### src/rtl/pdiv_pkg.sv
package pdiv_pkg;

   // Implementation choice for the per-stage trial subtraction.
   typedef enum logic {
      TRIAL_SUB = 1'b0,   // one wide subtractor, borrow selects the result
      TRIAL_CMP = 1'b1    // magnitude comparator plus narrow subtractor
   } trial_e;

   // Edges from capture to visible result: input register, one per
   // quotient bit, output register.
   function automatic int unsigned pdiv_latency(input int unsigned dvd_w);
      return dvd_w + 2;
   endfunction

endpackage

### src/rtl/pdiv_in_reg.sv
module pdiv_in_reg #(
   parameter int unsigned DVD_W = 10,
   parameter int unsigned DVS_W = 8
) (
   input  logic             clk,
   input  logic             rst,
   input  logic             in_valid,
   input  logic [DVD_W-1:0] dvd_i,
   input  logic [DVS_W-1:0] dvs_i,
   output logic             rdy_o,
   output logic             v_o,
   output logic [DVD_W-1:0] dvd_o,
   output logic [DVS_W-1:0] dvs_o
);

   always_ff @(posedge clk) begin
      if (rst) begin
         rdy_o <= 1'b0;
         v_o   <= 1'b0;
      end else begin
         rdy_o <= 1'b1;
         v_o   <= in_valid & rdy_o;
      end
   end

   always_ff @(posedge clk) begin
      if (in_valid && rdy_o) begin
         dvd_o <= dvd_i;
         dvs_o <= dvs_i;
      end
   end

   // a slot enters the pipe only if the request met a high ready flag
   a_r7_capture_needs_ready: assert property (@(posedge clk) disable iff (rst)
      v_o |-> $past(rdy_o && in_valid));

endmodule

### src/rtl/pdiv_stage.sv
module pdiv_stage
   import pdiv_pkg::*;
#(
   parameter int unsigned DVD_W = 10,
   parameter int unsigned DVS_W = 8,
   parameter trial_e      TRIAL = TRIAL_SUB
) (
   input  logic             clk,
   input  logic             rst,
   input  logic             v_i,
   input  logic [DVD_W-1:0] dvd_i,   // unconsumed dividend bits, MSB next
   input  logic [DVS_W-1:0] rem_i,
   input  logic [DVD_W-1:0] quo_i,
   input  logic [DVS_W-1:0] dvs_i,
   output logic             v_o,
   output logic [DVD_W-1:0] dvd_o,
   output logic [DVS_W-1:0] rem_o,
   output logic [DVD_W-1:0] quo_o,
   output logic [DVS_W-1:0] dvs_o
);

   localparam int unsigned TW = DVS_W + 1;

   logic [TW-1:0]    trial;
   logic             ge;
   logic [DVS_W-1:0] rem_n;

   assign trial = {rem_i, dvd_i[DVD_W-1]};

   generate
      if (TRIAL == TRIAL_SUB) begin : g_sub
         logic [TW:0] diff;
         logic        unused_sub;
         assign diff       = {1'b0, trial} - {2'b00, dvs_i};
         assign ge         = ~diff[TW];
         assign rem_n      = ge ? diff[DVS_W-1:0] : trial[DVS_W-1:0];
         assign unused_sub = diff[TW-1];
      end else begin : g_cmp
         assign ge    = trial >= {1'b0, dvs_i};
         assign rem_n = ge ? (trial[DVS_W-1:0] - dvs_i) : trial[DVS_W-1:0];
      end
   endgenerate

   always_ff @(posedge clk) begin
      if (rst) v_o <= 1'b0;
      else     v_o <= v_i;
   end

   always_ff @(posedge clk) begin
      dvd_o <= {dvd_i[DVD_W-2:0], 1'b0};
      rem_o <= rem_n;
      quo_o <= {quo_i[DVD_W-2:0], ge};
      dvs_o <= dvs_i;
   end

   // the valid bit advances exactly one stage per edge
   a_r3_valid_step: assert property (@(posedge clk) disable iff (rst)
      v_o == $past(v_i));

   // after every restoring step the partial remainder is below the divisor
   a_r2_rem_below_divisor: assert property (@(posedge clk) disable iff (rst)
      (v_o && dvs_o != '0) |-> (rem_o < dvs_o));

   // with a zero divisor every step emits a one
   a_r6_zero_divisor_bit: assert property (@(posedge clk) disable iff (rst)
      (v_o && dvs_o == '0) |-> quo_o[0]);

endmodule

### src/rtl/pdiv_out_reg.sv
module pdiv_out_reg #(
   parameter int unsigned DVD_W = 10,
   parameter int unsigned DVS_W = 8
) (
   input  logic             clk,
   input  logic             rst,
   input  logic             v_i,
   input  logic [DVD_W-1:0] quo_i,
   input  logic [DVS_W-1:0] rem_i,
   output logic             v_o,
   output logic [DVD_W-1:0] quo_o,
   output logic [DVS_W-1:0] rem_o
);

   always_ff @(posedge clk) begin
      if (rst) v_o <= 1'b0;
      else     v_o <= v_i;
   end

   always_ff @(posedge clk) begin
      quo_o <= quo_i;
      rem_o <= rem_i;
   end

   // a bubble at the last stage becomes a low output-valid
   a_r5_bubble_kept: assert property (@(posedge clk) disable iff (rst)
      $past(!v_i) |-> !v_o);

endmodule

### src/rtl/pdiv_pipe.sv
module pdiv_pipe
   import pdiv_pkg::*;
#(
   parameter int unsigned DVD_W = 10,
   parameter int unsigned DVS_W = 8,
   parameter trial_e      TRIAL = TRIAL_SUB
) (
   input  logic             clk,
   input  logic             rst,
   input  logic             in_valid,
   input  logic [9:0]       dividend,
   input  logic [7:0]       divisor,
   output logic             ready,
   output logic             out_valid,
   output logic [9:0]       quotient,
   output logic [7:0]       remainder
);

   localparam int unsigned NSTG = DVD_W;
   localparam int unsigned LAT  = pdiv_latency(DVD_W);

   generate
      if (DVD_W < 2) begin : g_bad_dvd
         $error("pdiv_pipe: DVD_W must be at least 2");
      end
      if (DVS_W < 1) begin : g_bad_dvs
         $error("pdiv_pipe: DVS_W must be at least 1");
      end
      if (DVD_W != 10 || DVS_W != 8) begin : g_bad_port
         $error("pdiv_pipe: port widths are fixed at 10/8");
      end
      if (LAT != NSTG + 2) begin : g_bad_lat
         $error("pdiv_pipe: latency rule broken");
      end
   endgenerate

   logic             v_s   [0:NSTG];
   logic [DVD_W-1:0] dvd_s [0:NSTG];
   logic [DVS_W-1:0] rem_s [0:NSTG];
   logic [DVD_W-1:0] quo_s [0:NSTG];
   logic [DVS_W-1:0] dvs_s [0:NSTG];
   logic             unused_tail;

   pdiv_in_reg #(.DVD_W(DVD_W), .DVS_W(DVS_W)) i_in (
      .clk      (clk),
      .rst      (rst),
      .in_valid (in_valid),
      .dvd_i    (dividend),
      .dvs_i    (divisor),
      .rdy_o    (ready),
      .v_o      (v_s[0]),
      .dvd_o    (dvd_s[0]),
      .dvs_o    (dvs_s[0])
   );

   assign rem_s[0] = '0;
   assign quo_s[0] = '0;

   generate
      for (genvar k = 0; k < NSTG; k++) begin : g_stg
         pdiv_stage #(.DVD_W(DVD_W), .DVS_W(DVS_W), .TRIAL(TRIAL)) i_stg (
            .clk   (clk),
            .rst   (rst),
            .v_i   (v_s[k]),
            .dvd_i (dvd_s[k]),
            .rem_i (rem_s[k]),
            .quo_i (quo_s[k]),
            .dvs_i (dvs_s[k]),
            .v_o   (v_s[k+1]),
            .dvd_o (dvd_s[k+1]),
            .rem_o (rem_s[k+1]),
            .quo_o (quo_s[k+1]),
            .dvs_o (dvs_s[k+1])
         );
      end
   endgenerate

   assign unused_tail = ^{dvd_s[NSTG], dvs_s[NSTG]};

   pdiv_out_reg #(.DVD_W(DVD_W), .DVS_W(DVS_W)) i_out (
      .clk   (clk),
      .rst   (rst),
      .v_i   (v_s[NSTG]),
      .quo_i (quo_s[NSTG]),
      .rem_i (rem_s[NSTG]),
      .v_o   (out_valid),
      .quo_o (quotient),
      .rem_o (remainder)
   );

   // one edge with reset low is enough to raise ready
   a_r1_ready_after_reset: assert property (@(posedge clk) disable iff (rst)
      $past(!rst) |-> ready);

endmodule

### config.mk
export PLATFORM = sky130hd
export DESIGN_NAME = pdiv_pipe
export DESIGN_NICKNAME = d
export VERILOG_FILES = /design/src/rtl/pdiv_pkg.sv /design/src/rtl/pdiv_in_reg.sv /design/src/rtl/pdiv_stage.sv /design/src/rtl/pdiv_out_reg.sv /design/src/rtl/pdiv_pipe.sv
export SDC_FILE = /design/constraint.sdc
export NUM_CORES = 1
export LEC_CHECK = 0
export ABC_CLOCK_PERIOD_IN_PS = 2200
export BUFFER_PORTS_ARGS = -buffer_cell sky130_fd_sc_hd__buf_2
export CORE_MARGIN = 2
export CORE_UTILIZATION = 55
export DETAILED_ROUTE_END_ITERATION = 7
export GPL_TIMING_DRIVEN = 0
export PLACE_DENSITY = 0.73
export SYNTH_ARGS = -nofsm -noshare
export SYNTH_HDL_FRONTEND = slang
export SYNTH_SLANG_ARGS = --single-unit
export TNS_END_PERCENT = 100
### constraint.sdc
create_clock -name clk -period 2.2 [get_ports clk]
set_input_delay 0.33 -clock clk [delete_from_list [all_inputs] [get_ports clk]]
set_output_delay 0.33 -clock clk [all_outputs]
set_load 0.005 [all_outputs]
# After elaboration in Yosys (flattened, before gate mapping)
# Index checks and enable logic that the tools add are counted.
# word_totals
ramBits,0
latchBits,0
n_memories,0
ff_bits,301
rom_bits,0
wordCells,89
# classes
bitwise,11
mul,0
n_reduce_logical,1
magnitude_cmp,0
mux,11
n_eq_ne,0
n_shift,0
add_sub_neg,10
n_div,0
# op_table
cell,n
9-bit by 8-bit subtractor with 10-bit output,9
8-bit 2-to-1 mux,9
1-bit inverter,10
1-bit by 8-bit subtractor with 9-bit output,1
1-bit 2-to-1 mux,2
1-bit AND,1
1-bit logical AND,1

# Logic depth before layout (Yosys ltp)
# logic_depth
word_depth,2
depth_mapped,8
depth_no_buf,8

# Hierarchy
# From an unflattened synthesis, not the netlist that was laid out.
# unflattened
cells_unflattened,1034
area_unflattened_um2,13349.1
# by_module_without_submodules
mod,area_per_inst_um2,seq_area_each_um2,cells_per_inst,n_inst
pdiv_stage at g_stg[0].i_stg ...,1234.9,720.7,99,9
pdiv_stage at g_stg[9].i_stg,1237.4,720.7,99,1
pdiv_in_reg,599.3,580.6,23,1
pdiv_out_reg,394.1,380.4,20,1
pdiv_pipe,3.8,0.0,1,1

# Least setup slack after synthesis
# Ideal clock, no wire load.
# synth_path
path_kind,reg-to-reg
startpoint,reg g_stg[2].i_stg.dvs_o[1]
endpoint,reg g_stg[3].i_stg.rem_o[2]
required_ns,2.079
setup_time_ns,0.121
t_arrival_ns,2.000
path_buffers,0
path_stages_with_launch,8
slack_ns,0.079
cell_sequence,dfxtp_1 -> inv_1 -> ha_1 -> nor2b_4 -> o21a_1 -> a311o_2 -> a21oi_4 -> mux2_4
# synth_via
elab_chain_len,2
# synth_lines
item,line,text
from (decl),pdiv_stage.sv:19,output logic [DVS_W-1:0] dvs_o
from (signal assigned),pdiv_stage.sv:53,dvs_o <= dvs_i;
9-bit by 8-bit subtractor with 10-bit output,pdiv_stage.sv:34,"assign diff = {1'b0, trial} - {2'b00, dvs_i};"
8-bit 2-to-1 mux,pdiv_stage.sv:36,assign rem_n = ge ? diff[DVS_W-1:0] : trial[DVS_W-1:0];
named net g_stg[3].i_stg.rem_n[2],pdiv_stage.sv:26,logic [DVS_W-1:0] rem_n;
to (signal assigned),pdiv_stage.sv:51,rem_o <= rem_n;
to (decl),pdiv_stage.sv:17,"output logic [DVS_W-1:0] rem_o,"
# The timed path passes the listed nets, and every way through them passes these cells.
# A chain may end at the register's enable or synchronous reset.

# Final worst setup path
# layout_path
startpoint,reg g_stg[2].i_stg.dvs_o[1]
endpoint,reg g_stg[3].i_stg.rem_o[5]
# Same word-level chain as after synthesis.

==> impl_metrics.py <==
metrics = {
    "drt": {
        "viasPerCell": 4.90,
        "ant_nets": 0,
        "vias": 6113,
        "drc": 0,
        "drtIter0Drc": 155,
        "postRouteWirelength_um": 15000,
        "dr.pass1.iters": 4,
        "wl_per_cell_um": 12.0,
    },
    "global_routing": {
        "grt_use_met2_pct": 31.2,
        "globalRouteMet1Util_pct": 15.9,
        "met3_usage_pct": 3.26,
        "grt_pass1_vias": 6303,
        "antenna_found_initial": 0,
        "grt_pass1_wl_um": 26400,
        "grt_max_degree": 20,
        "grt.total_usage_pct": 15.6,
        "overflow": 0,
        "grt.busiest_layer": "met2",
    },
    "min_path": {
        "hp-start": "g_stg[1].i_stg.quo_o[0]$_DFF_P_",
        "worst_hold_path_type": "reg2reg",
        "whs_endpoint": "g_stg[2].i_stg.quo_o[1]$_DFF_P_",
        "worstHoldPathCells": 0,
    },
    "cts": {
        "cts.sinks": 301,
        "cts_buffer_depth": 3,
        "tritoncts": "built",
        "cts_max_level": 1,
        "cts_root_buf": "clkbuf_16",
        "numCtsBuffers": 29,
        "clk_pin_slew_ns": 0.06,
        "clk_latency_ns": 0.54,
    },
    "synthesis": {
        "yosysSeqAreaShare_pct": 59.3,
        "ys_warn_count": 0,
        "post_synth.cell_area_avg_um2": 11.8,
        "ys_ff_latch": 301,
        "ys_types": 45,
        "synth_edf_count": 18,
        "async_flop_share_pct": 0,
        "syn_area_mm2": 0.0105,
        "synthFlopType": "dfxtp_1",
        "syn-instance-count": 885,
    },
    "critical_path": {
        "critPathRequiredTime_ns": 2.62,
        "endpoint_kind": "flop",
        "r2r_cells": 8,
        "start_kind": "flop",
        "crit_type": "reg2reg",
        "reg2reg_slack_ns": 0.1,
        "cp_max_fo": 7,
        "rr_endpoint": "g_stg[3].i_stg.rem_o[5]$_DFF_P_",
        "timing.rr.start": "g_stg[2].i_stg.dvs_o[1]$_DFF_P_",
        "arrival_ns": 2.53,
    },
    "sta": {
        "finalClockSkew_ns": 0.0157,
        "rsz0062_at_grt": "no",
        "slew_headroom_pct": 45.7,
        "fin_ws_ns": 0.0961,
        "post-route-min-period_ns": 2.10,
        "fin_crit_sh_pct": 95.6,
        "finalSetupViolations": 0,
        "slew_violations": 0,
        "clock.fmax_mhz": 475,
        "hold_viol_final": 0,
        "whs_ns": 0.321,
        "worstMarginPinSlew_ns": 0.814,
    },
    "final_layout": {
        "layout_common_cells": "282 x dfxtp_1, 104 x inv_1, 73 x ha_1, 54 x nor2_1",
        "n_antenna_cell": 0,
        "finish.utilization_pct": 66.2,
        "fin_cells": 1247,
        "final_common_cell": "dfxtp_1",
        "syn_to_final_growth_pct": 18.3,
        "nNetsFinal": 1096,
        "nFillCells": 1331,
        "layout-drive-gt1-share_pct": 17.4,
    },
    "floorplanning": {
        "design.core.area_mm2": 0.0187,
        "die-area_mm2": 0.0202,
        "start_util_pct": 56.0,
        "io_pins": 41,
        "rows": 50,
        "die_h_um": 142,
        "dieWidth_um": 142,
    },
    "pwr": {
        "leakagePower_nw": 5.71,
        "cellPowerDensity_mw_per_mm2": 1370,
        "vdd_drop_max_uv": 707,
    },
    "placed_design": {
        "place_congestion": 0.771,
        "portBuffers": 40,
        "placed_cells": 1161,
        "hpwl_um": 10200,
        "place_ws_ns": -0.199,
    },
    "job": {
        "cap_violations": 0,
    },
    "status": {
        "outcome": "finished, final reports clean",
    },
}
## timing repair
item,4_1_cts,5_1_grt
endpoints found under the setup margin,50,59
buffers inserted,10,5
resized for setup,12,18
hold endpoints to repair,20,0
gates cloned,0,0
hold buffers,19,0
pin swaps,10,6
## final cells by class
cell class              count  area [µm²]  share of cell area (%)
flip-flops and latches    301        6210                    50.1
multi-input cells         480        3990                    32.2
clock buffers              34         786                    6.34
repair buffers             74         528                    4.26
inverters                 105         394                    3.18
well taps                 234         293                    2.36
clock inverters            18         185                    1.49
plain buffers               1        3.75                  0.0303
## synthesized netlist by cell type, types with 5 or more instances
library cell  number  area, µm²
a21o_1            24        180
a21oi_2            8       70.1
nand2b_1          15       93.8
ha_1              74        926
nor2_1            54        203
nor2b_1           37        231
nor3_1             9       45.0
a21oi_1           12       60.1
fa_1               9        180
nand3_1            8       40.0
o311ai_0           7       61.3
o21a_1            11       82.6
nand2_1           19       71.3
and2_1            11       68.8
a211oi_1          15        113
a31oi_1            9       56.3
xnor2_1           18        158
and3_1             8       50.1
inv_1            105        394
o31ai_1            7       52.6
a21boi_0           7       52.6
edfxtp_1          18        541
dfxtp_1          283       5670
xor2_1             9       78.8
mux2i_1           18        180
o21ai_0           20        100
mux2_4             5       75.1
o21ai_1            7       35.0
mux2_2            40        450
## worst max path at each step
stage | start | endpoint | slack [ns] | depth (start not counted)
after global placement | g_stg[6].i_stg.dvs_o[1]$_DFF_P_ | g_stg[7].i_stg.rem_o[2]$_DFF_P_ | -0.18 | 7
after detailed placement | g_stg[6].i_stg.dvs_o[1]$_DFF_P_ | g_stg[7].i_stg.rem_o[5]$_DFF_P_ | -0.20 | 7
final | g_stg[2].i_stg.dvs_o[1]$_DFF_P_ | g_stg[3].i_stg.rem_o[5]$_DFF_P_ | 0.1 | 8
after floorplan | g_stg[2].i_stg.dvs_o[1]$_DFF_P_ | g_stg[3].i_stg.rem_o[2]$_DFF_P_ | 0.08 | 7
after global routing | g_stg[4].i_stg.dvs_o[1]$_DFF_P_ | g_stg[5].i_stg.rem_o[5]$_DFF_P_ | 0.01 | 7
after CTS | g_stg[7].i_stg.dvs_o[1]$_DFF_P_ | g_stg[8].i_stg.rem_o[4]$_DFF_P_ | 0.003 | 7
## logic make-up (layout without fill, tap and decap cells)
group / after synthesis / count (layout) / share of synthesized area [%]
simple gates: 167 / 167 / 8.15
other cells: 1 / 3 / 0.0358
compound gates: 137 / 137 / 9.19
fa+ha+maj: 83 / 83 / 10.6
mux: 63 / 63 / 6.74
buf+inv: 106 / 232 / 3.80
flops: 301 / 301 / 59.3
xor+xnor: 27 / 27 / 2.26
## report_power, final
group | internal [W] | total, W | switching (W) | leakage [nW]
clock | 0.00291 | 0.00491 | 0.00200 | 0.471
combinational | 0.00264 | 0.00507 | 0.00243 | 2.70
sequential | 0.00663 | 0.00702 | 0.000384 | 2.54
## layer usage
layer	vias to the layer above	routed length (µm)	part of all wire, %
met5	-	0	0
met4	0	266	1.8
met3	24	530	3.5
met2	73	8220	55
met1	2815	6000	40
li1	3201	-	-
## state kept, by name, indices dropped and copies added (netlist names)
name and count:
g_stg.i_stg.dvd_o 45, g_stg.i_stg.dvs_o 72, g_stg.i_stg.quo_o 55, g_stg.i_stg.rem_o 80
g_stg.i_stg.v_o 10, i_in.dvd_o 10, i_in.dvs_o 8, i_in.rdy_o 1
i_in.v_o 1, i_out.quo_o 10, i_out.rem_o 8, i_out.v_o 1
## through the flow
step | instance area, µm² | total power [W] | setup TNS, ns
floorplan | 10500 | 0.0108 | 0
global placement | 11000 | 0.0116 | -6.23
detailed placement | 11000 | 0.0117 | -6.83
CTS | 12300 | 0.0170 | 0
global route | 12400 | 0.0181 | 0
finish | 12400 | 0.0170 | 0
## worst max-delay path: stages (launching register included)
cell and delay [ns]:
dfxtp_2 0.36, inv_2 0.05, ha_4 0.20, nor2b_4 0.11, o21a_1 0.21, a311o_2 0.45
a21oi_4 0.16, buf_12 0.15, mux2_4 0.29
No activity file was read; power rests on OpenSTA's default activity.
